## src/rtl/pccfg_pkg.sv

```systemverilog
package pccfg_pkg;
  typedef logic [7:0] byte_t;

  localparam int OFF_OPT  = 0;
  localparam int OFF_STAT = 2;
  localparam int OFF_PIN  = 4;
  localparam int OFF_SOCK = 6;

  localparam byte_t OPT_KEEP   = 8'hCF;
  localparam int    OPT_SRST_B = 7;

  localparam byte_t STAT_HOLD  = 8'h82;
  localparam byte_t STAT_LOAD  = 8'h74;
  localparam int    STAT_IRQ_B = 1;
  localparam int    STAT_PD_B  = 2;

  localparam int    PIN_RDY_B  = 5;
  localparam int    PIN_MRDY_B = 1;
  localparam byte_t PIN_FIXED  = 8'h0C;

  typedef enum logic [2:0] {
    SEL_NONE,
    SEL_ROM,
    SEL_OPT,
    SEL_STAT,
    SEL_PIN,
    SEL_SOCK
  } sel_e;
endpackage

```

## src/rtl/pccfg_decode.sv

```systemverilog
module pccfg_decode
  import pccfg_pkg::*;
#(
  parameter int ADDR_W    = 10,
  parameter int ATTR_BASE = 512,
  parameter int ROM_LEN   = 330
) (
  input  logic [ADDR_W-1:0] addr,
  output sel_e              sel
);
  localparam int ROM_END = (ROM_LEN < ATTR_BASE) ? ROM_LEN : ATTR_BASE;
  localparam logic [ADDR_W:0] BASE_X = (ADDR_W+1)'(ATTR_BASE);
  localparam logic [ADDR_W:0] REND_X = (ADDR_W+1)'(ROM_END);
  localparam logic [ADDR_W-1:0] BASE_A = ADDR_W'(ATTR_BASE);

  logic [ADDR_W-1:0] off;

  always_comb begin
    off = addr - BASE_A;
    sel = SEL_NONE;
    if ({1'b0, addr} < BASE_X) begin
      if ({1'b0, addr} < REND_X) sel = SEL_ROM;
    end else begin
      if (off == ADDR_W'(OFF_OPT))       sel = SEL_OPT;
      else if (off == ADDR_W'(OFF_STAT)) sel = SEL_STAT;
      else if (off == ADDR_W'(OFF_PIN))  sel = SEL_PIN;
      else if (off == ADDR_W'(OFF_SOCK)) sel = SEL_SOCK;
    end
  end
endmodule

```

## src/rtl/pccfg_regs.sv

```systemverilog
module pccfg_regs
  import pccfg_pkg::*;
(
  input  logic  clk,
  input  logic  rst_n,
  input  logic  wr_en,
  input  sel_e  sel,
  input  byte_t wdata,
  input  logic  irq_line,
  output byte_t opt_q,
  output byte_t stat_q,
  output byte_t pin_q,
  output byte_t stat_n,
  output logic  soft_rst,
  output logic  rst_pulse_q
);
  byte_t opt_n, pin_n;

  always_comb begin
    opt_n    = opt_q;
    stat_n   = stat_q;
    pin_n    = pin_q;
    soft_rst = 1'b0;
    if (wr_en) begin
      unique case (sel)
        SEL_OPT: begin
          opt_n    = wdata & OPT_KEEP;
          soft_rst = wdata[OPT_SRST_B];
        end
        SEL_STAT: begin
          if (stat_q[STAT_PD_B] != wdata[STAT_PD_B]) pin_n[PIN_RDY_B] = 1'b1;
          stat_n = (stat_q & STAT_HOLD) | (wdata & STAT_LOAD);
        end
        SEL_PIN: begin
          pin_n = '0;
          pin_n[PIN_RDY_B]  = pin_q[PIN_RDY_B];
          pin_n[PIN_MRDY_B] = wdata[PIN_MRDY_B];
        end
        default: ;
      endcase
    end
    stat_n[STAT_IRQ_B] = ~irq_line;
    if (soft_rst) begin
      opt_n  = '0;
      stat_n = '0;
      pin_n  = '0;
    end
  end

  always_ff @(posedge clk) begin
    if (!rst_n) begin
      opt_q       <= '0;
      stat_q      <= '0;
      pin_q       <= '0;
      rst_pulse_q <= 1'b0;
    end else begin
      opt_q       <= opt_n;
      stat_q      <= stat_n;
      pin_q       <= pin_n;
      rst_pulse_q <= soft_rst;
    end
  end
endmodule

```

## src/rtl/pccfg_irq.sv

```systemverilog
module pccfg_irq (
  input  logic clk,
  input  logic rst_n,
  input  logic stat_irq_n,
  input  logic srst_n,
  input  logic irq_off,
  input  logic ctl_srst,
  output logic irq_q
);
  logic irq_d;

  always_comb irq_d = !stat_irq_n && !irq_off && !ctl_srst && !srst_n;

  always_ff @(posedge clk) begin
    if (!rst_n) irq_q <= 1'b0;
    else        irq_q <= irq_d;
  end
endmodule

```

## src/rtl/pccfg_bank.sv

```systemverilog
module pccfg_bank
  import pccfg_pkg::*;
#(
  parameter int ADDR_W    = 10,
  parameter int ATTR_BASE = 512,
  parameter int ROM_LEN   = 330
) (
  input  logic              clk,
  input  logic              rst_n,
  input  logic [ADDR_W-1:0] addr,
  input  logic              wr_en,
  input  logic              rd_en,
  input  logic [7:0]        wdata,
  output logic [7:0]        rdata,
  output logic [ADDR_W-1:0] rom_addr,
  input  logic [7:0]        rom_data,
  input  logic              ctl_irq_off,
  input  logic              ctl_soft_rst,
  input  logic              ide_irq,
  output logic              host_irq,
  output logic              card_rst
);
  sel_e  sel;
  byte_t opt_q, stat_q, pin_q, stat_n;
  logic  soft_rst;
  byte_t rd_mux;
  byte_t rdata_q;

  pccfg_decode #(
    .ADDR_W(ADDR_W), .ATTR_BASE(ATTR_BASE), .ROM_LEN(ROM_LEN)
  ) u_dec (
    .addr(addr), .sel(sel)
  );

  pccfg_regs u_regs (
    .clk(clk), .rst_n(rst_n), .wr_en(wr_en), .sel(sel), .wdata(wdata),
    .irq_line(ide_irq), .opt_q(opt_q), .stat_q(stat_q), .pin_q(pin_q),
    .stat_n(stat_n), .soft_rst(soft_rst), .rst_pulse_q(card_rst)
  );

  pccfg_irq u_irq (
    .clk(clk), .rst_n(rst_n), .stat_irq_n(stat_n[STAT_IRQ_B]),
    .srst_n(soft_rst), .irq_off(ctl_irq_off), .ctl_srst(ctl_soft_rst),
    .irq_q(host_irq)
  );

  always_comb begin
    unique case (sel)
      SEL_ROM:  rd_mux = rom_data;
      SEL_OPT:  rd_mux = opt_q;
      SEL_STAT: rd_mux = ctl_irq_off ? (stat_q & ~(byte_t'(1) << STAT_IRQ_B)) : stat_q;
      SEL_PIN:  rd_mux = (pin_q & (byte_t'(1) << PIN_RDY_B)) | PIN_FIXED;
      default:  rd_mux = '0;
    endcase
  end

  always_ff @(posedge clk) begin
    if (!rst_n)     rdata_q <= '0;
    else if (rd_en) rdata_q <= rd_mux;
  end

  assign rdata    = rdata_q;
  assign rom_addr = addr;
endmodule

```

## config.mk

```make
export PLATFORM = sky130hd
export DESIGN_NAME = pccfg_bank
export DESIGN_NICKNAME = d
export VERILOG_FILES = /design/src/rtl/pccfg_pkg.sv /design/src/rtl/pccfg_decode.sv /design/src/rtl/pccfg_regs.sv /design/src/rtl/pccfg_irq.sv /design/src/rtl/pccfg_bank.sv
export SDC_FILE = /design/constraint.sdc
export NUM_CORES = 1
export LEC_CHECK = 0
export BUFFER_PORTS_ARGS = -buffer_cell sky130_fd_sc_hd__buf_2
export CORE_MARGIN = 2
export CORE_UTILIZATION = 50
export CTS_CLUSTER_SIZE = 16
export DETAILED_ROUTE_END_ITERATION = 12
export MAX_ROUTING_LAYER = met4
export PLACE_DENSITY = 0.79
export SKIP_CTS_REPAIR_TIMING = 1
export SLEW_MARGIN = 20
export SYNTH_ARGS = -nofsm -noshare
export SYNTH_HDL_FRONTEND = slang
export SYNTH_HIERARCHICAL = 1
export SYNTH_SLANG_ARGS = --single-unit
```

## constraint.sdc

```tcl
create_clock -name clk -period 4.4 [get_ports clk]
set_input_delay 0.44 -clock clk [delete_from_list [all_inputs] [get_ports clk]]
set_output_delay 0.44 -clock clk [all_outputs]
set_load 0.02 [all_outputs]
```

Yosys cells after proc, flatten, opt, wreduce, memory -nomap -nowiden
Index checks and enable logic that the tools add are counted.
{"block": "totals", "output_inout_bits": 20, "elab_cells": 46, "reg_bits": 25, "inputBits": 33}
{"block": "classes", "n_eq_ne": 8, "n_addsub": 1, "n_lt_le_gt_ge": 2, "reduce_logical": 12, "bitwise_logic": 3, "n_mux": 13}
{"operator": "$pmux W8 S4", "count": 1}
{"operator": "$eq A10 B3 Y1 const B", "count": 2}
{"operator": "$mux W3", "count": 5}
{"operator": "$eq A10 B2 Y1 const B", "count": 1}
{"operator": "$logic_not A10 Y1", "count": 1}
{"operator": "$lt A10 B10 Y1 const B", "count": 1}
{"operator": "$lt A10 B9 Y1 const B", "count": 1}
{"operator": "$sub A10 B10 Y10 const B", "count": 1}
{"operator": "$or A8 B7 Y8", "count": 1}
{"operator": "$eq A3 B2 Y1 const B", "count": 2}
{"operator": "$mux W1", "count": 5}
{"operator": "$logic_not A1 Y1", "count": 4}
{"operator": "$mux W2", "count": 2}
{"operator": "$reduce_and A2 Y1", "count": 2}
{"operator": "$eq A3 B1 Y1 const B", "count": 1}
{"operator": "$eq A3 B3 Y1 const B", "count": 1}
{"operator": "$logic_and A1 B1 Y1", "count": 3}
{"operator": "$reduce_and A3 Y1", "count": 1}
{"operator": "$not A1 Y1", "count": 2}
{"operator": "$reduce_or A2 Y1", "count": 1}
{"operator": "$ne A1 B1 Y1", "count": 1}

Logic depth before layout (Yosys ltp)
{"block": "logic_depth", "ltp_word": 15, "depth_mapped": 9, "ltp_nobuf": 7}

Cells and area by module
The synthesis kept the hierarchy.
{"module": "pccfg_regs", "n_inst": 1, "seq_area_each_um2": 340.3, "area_per_inst_um2": 728.2, "cells_per_inst": 80}
{"module": "pccfg_bank", "n_inst": 1, "seq_area_each_um2": 160.2, "area_per_inst_um2": 601.8, "cells_per_inst": 62}
{"module": "pccfg_decode", "n_inst": 1, "seq_area_each_um2": 0.0, "area_per_inst_um2": 68.8, "cells_per_inst": 10}
{"module": "pccfg_irq", "n_inst": 1, "seq_area_each_um2": 20.0, "area_per_inst_um2": 38.8, "cells_per_inst": 3}

Worst setup path after synthesis
Ideal clock, no wire load.
{"block": "synth_path", "path_kind": "input to register", "start": "input addr[7]", "end": "register rdata_q[0] (netlist: rdata[0])", "t_required_ns": 4.283, "t_arrival_ns": 1.967, "setup_time_ns": 0.117, "cell_stages": 7, "n_path_buf": 1, "setup_slack_ns": 2.316, "cell_sequence": "nor4_1 > and4b_1 > a221o_1 > buf_6 > mux2_4 > a22o_1 > a22o_1"}
{"block": "synth_via", "elab_chain_len": 9}
{"element": "start: declaration", "line": "pccfg_bank.sv:10", "rtl": "input logic [ADDR_W-1:0] addr,"}
{"element": "$sub A10 B10 Y10", "line": "pccfg_decode.sv:19", "rtl": "off = addr - BASE_A;"}
{"element": "$eq A10 B3 Y1", "line": "pccfg_decode.sv:27", "rtl": "else if (off == ADDR_W'(OFF_SOCK)) sel = SEL_SOCK;"}
{"element": "$mux W3", "line": "pccfg_decode.sv:27"}
{"element": "$mux W3", "line": "pccfg_decode.sv:26", "rtl": "else if (off == ADDR_W'(OFF_PIN)) sel = SEL_PIN;"}
{"element": "$mux W3", "line": "pccfg_decode.sv:25", "rtl": "else if (off == ADDR_W'(OFF_STAT)) sel = SEL_STAT;"}
{"element": "$mux W3", "line": "pccfg_decode.sv:24", "rtl": "if (off == ADDR_W'(OFF_OPT)) sel = SEL_OPT;"}
{"element": "$mux W3 (*)", "line": "pccfg_decode.sv:21", "rtl": "if ({1'b0, addr} < BASE_X) begin"}
{"element": "net sel[0]", "line": "pccfg_bank.sv:23", "rtl": "sel_e sel;"}
{"element": "$eq A3 B3 Y1 (tied with other cells)"}
{"element": "$pmux W8 S4 (*)", "line": "pccfg_bank.sv:48", "rtl": "unique case (sel)"}
{"element": "end signal: assignment", "line": "pccfg_bank.sv:59", "rtl": "else if (rd_en) rdata_q <= rd_mux;"}
{"element": "end: declaration", "line": "pccfg_bank.sv:27", "rtl": "byte_t rdata_q;"}
Mark *: on every way through the listed nets, which the timed path passes. The rest lies on a longest branch.
A chain may end at the register's enable or synchronous reset.

Worst setup path in the final report
{"block": "layout_path", "start": "input addr[7]", "end": "register u_regs.pin_q[5]"}
{"block": "layout_via", "elab_chain_len": 11}
{"element": "$sub A10 B10 Y10", "line": "pccfg_decode.sv:19"}
{"element": "$eq A10 B3 Y1", "line": "pccfg_decode.sv:27"}
{"element": "$mux W3", "line": "pccfg_decode.sv:27"}
{"element": "$mux W3", "line": "pccfg_decode.sv:26"}
{"element": "$mux W3", "line": "pccfg_decode.sv:25"}
{"element": "$mux W3", "line": "pccfg_decode.sv:24"}
{"element": "$mux W3 (*)", "line": "pccfg_decode.sv:21"}
{"element": "net sel[0]", "line": "pccfg_bank.sv:23"}
{"element": "$eq A3 B2 Y1", "line": "pccfg_regs.sv:25", "rtl": "unique case (sel)"}
{"element": "$mux W1", "line": "pccfg_regs.sv:25"}
{"element": "$mux W1", "line": "pccfg_regs.sv:24", "rtl": "if (wr_en) begin"}
{"element": "$reduce_or A2 Y1 (no source line)"}
{"element": "end signal: assignment", "line": "pccfg_regs.sv:59", "rtl": "pin_q <= pin_n;"}
{"element": "end: declaration", "line": "pccfg_regs.sv:12", "rtl": "output byte_t pin_q,"}
Marked as above.

==> results.toml <==
[clocking]
clk_latency_ns = 0.31
cts_root_buffer = "clkbuf_4"
clk_pin_slew_ns = 0.14
htreeDepth = 1
tritoncts = "done"
clock_sinks = 25
cts_buffers = 3
clock_path_buffers = 2

[worst_setup_path]
cp_max_fo = 18
end_kind = "register"
critical_path_buf_inv_count = 1
timing.rr.start = "u_regs/opt_q[0]$_SDFFE_PP0P_"
crit_slowest_cell = "a221o_1"
startpoint_type = "input pin"
critPathArrivalTime_ns = 2.63
max_stage_delay_ns = 0.61
path_class = "input pin to register"
crit_path_cell_trace = "buf_2 -> nor4_1 -> and4b_1 -> a221o_1 -> nand4bb_1 -> o21ai_4 -> o21ba_2"
crit_family = "compound AO/OA/AOI/OAI gates"
r2r_slack_ns = 3.23
timing.rr.end = "rdata[0]$_SDFFE_PN0P_"
rr_worst_depth = 3
cp.required_ns = 4.62

[sta]
max_slew.worst_pin.slew_ns = 0.6888
relSlewSlack_pct = 54.07
min_period_over_period_pct = 54.76
slew_violations = 0
setup_viol = 0
fin_tns_setup_ns = 0
rsz0062_at_grt = "no"
min_period_ns = 2.409
hold_viol = 0
max_freq_mhz = 415.1
fin_skew_ns = 0.005933

[detailed_routing]
vias = 1068
wl_per_cell_um = 12.91
routed_wl_um = 2685
drt-pass1-iter-count = 4
drc_errors = 0
drtIter0Drc = 33
antenna_left = 0
avgViaCountPerCell = 5.135

[pwr]
p_leak_nw = 0.7010
p_total_mw = 0.3964
p_per_area_mw_per_mm2 = 262.3
p_sw_share_pct = 25.97
p_seq_share_pct = 58.1
internal_power_mw = 0.2935
irDropWorstVdd_v = 0.0001745
pwr-share-clk_pct = 25.7
p_switching_mw = 0.1029
p_comb_share_pct = 16.2

[worst_hold_path]
hold_class = "input pin to register"
min_from = "ctl_irq_off"
whs_path_depth = 2
min_to = "u_irq/irq_q$_SDFF_PN0_"

[final_layout]
fill_cells = 216
synthToLayoutAreaGrowth_pct = 14.50
finalNetCount = 212
final_util_pct = 60.46
n_antenna_cell = 0
drive_gt1_share_pct = 41.57

[global_routing]
antenna_found_initial = 0
first_global_vias = 953
grt.total_usage_pct = 17.96
grt-ovfl-total = 0
grt_max_degree = 19
grt_pass1_wl_um = 4347

[floorplan]
die_area_mm2 = 0.003067
die_y_um = 55.38
die_x_um = 55.38
initial_core_util_pct = 52.80
num_rows = 18
ios = 53
fp.coreArea_mm2 = 0.002500

[synth]
syn_area_per_cell_um2 = 9.565
syn-cell-area_mm2 = 0.001320
yosysWarnings = 6
synth_cells = 138

[placed_design]
dp_hpwl_um = 2086
place.gp.congestion = 0.7893
port_buffers = 52

[flow_run]
cap_violations = 0

[outcome]
outcome = "complete, no violations"
-- how the worst max path moves through the flow --
stage	from	to	slack (ns)	cells after the start
4_1_cts	addr[7]	u_regs/pin_q[5]$_SDFFE_PP0P_	2.01	7
3_5_place_dp	addr[7]	u_regs/pin_q[5]$_SDFFE_PP0P_	1.66	7
5_1_grt	addr[7]	u_regs/pin_q[5]$_SDFFE_PP0P_	1.80	7
2_1_floorplan	addr[7]	rdata[0]$_SDFFE_PN0P_	2.33	7
3_3_place_gp	addr[7]	u_regs/pin_q[5]$_SDFFE_PP0P_	1.80	7
6_report	addr[7]	u_regs/pin_q[5]$_SDFFE_PP0P_	1.99	7
-- layout make-up --
class                      instances  area, µm²  share of cell area [%]
inverter                           2      7.507                  0.4967
timing repair buffer              52      260.3                   17.22
sequential                        25      500.5                   33.11
clock buffer                       4      26.28                   1.738
tap                               30      37.54                   2.483
multi-input combinational         95      679.4                   44.95
-- worst register-to-register path, stage by stage (launching register included) --
cell     delay, ns
dfxtp_1       0.35
mux2_4        0.27
a22o_1        0.24
a22o_1        0.23
-- power by group through the flow --
stage	logic [mW]	registers, mW	clock network, mW
floorplan	0.0431	0.238	0
global placement	0.0622	0.235	0
detailed placement	0.0640	0.235	0
CTS	0.0642	0.230	0.103
global route	0.0699	0.231	0.114
finish	0.0642	0.230	0.102
-- through the flow --
step	cell area [µm²]	cells	setup WS, ns	hold WS [ns]
final	1511	208	1.991	0.2848
after CTS	1511	208	2.006	0.2838
after global routing	1511	208	1.800	0.2799
after floorplan	1324	139	2.329	0.4048
after global placement	1485	204	1.799	0.4196
after detailed placement	1485	204	1.664	0.4278
-- cell usage in the layout, fill, tap and decap left out, drive strengths merged, types with 2 or more instances in the layout --
cell type,instances
a21oi,7
a221oi,2
a22o,8
and3,2
buf,52
clkbuf,4
conb,2
dfxtp,25
inv,2
mux2,6
mux2i,6
nand2,14
nand2b,2
nand3b,4
nor2,14
nor2b,3
nor4,3
o21ai,9
-- registers in the layout (all words and copies together) (netlist names) --
register	cells
u_regs/stat_q	8
u_regs/pin_q	1
u_irq/irq_q	1
u_regs/opt_q	6
u_regs/rst_pulse_q	1
rdata	8
-- layer usage --
metal	up-vias	share of wire, %	track usage (%)
li1	556	-	-
met1	483	47	23.47
met2	27	48	28.57
met3	2	4.8	3.747
met4	0	0.48	4.181
met5	-	0	-
No activity file was read; power rests on OpenSTA's default activity.
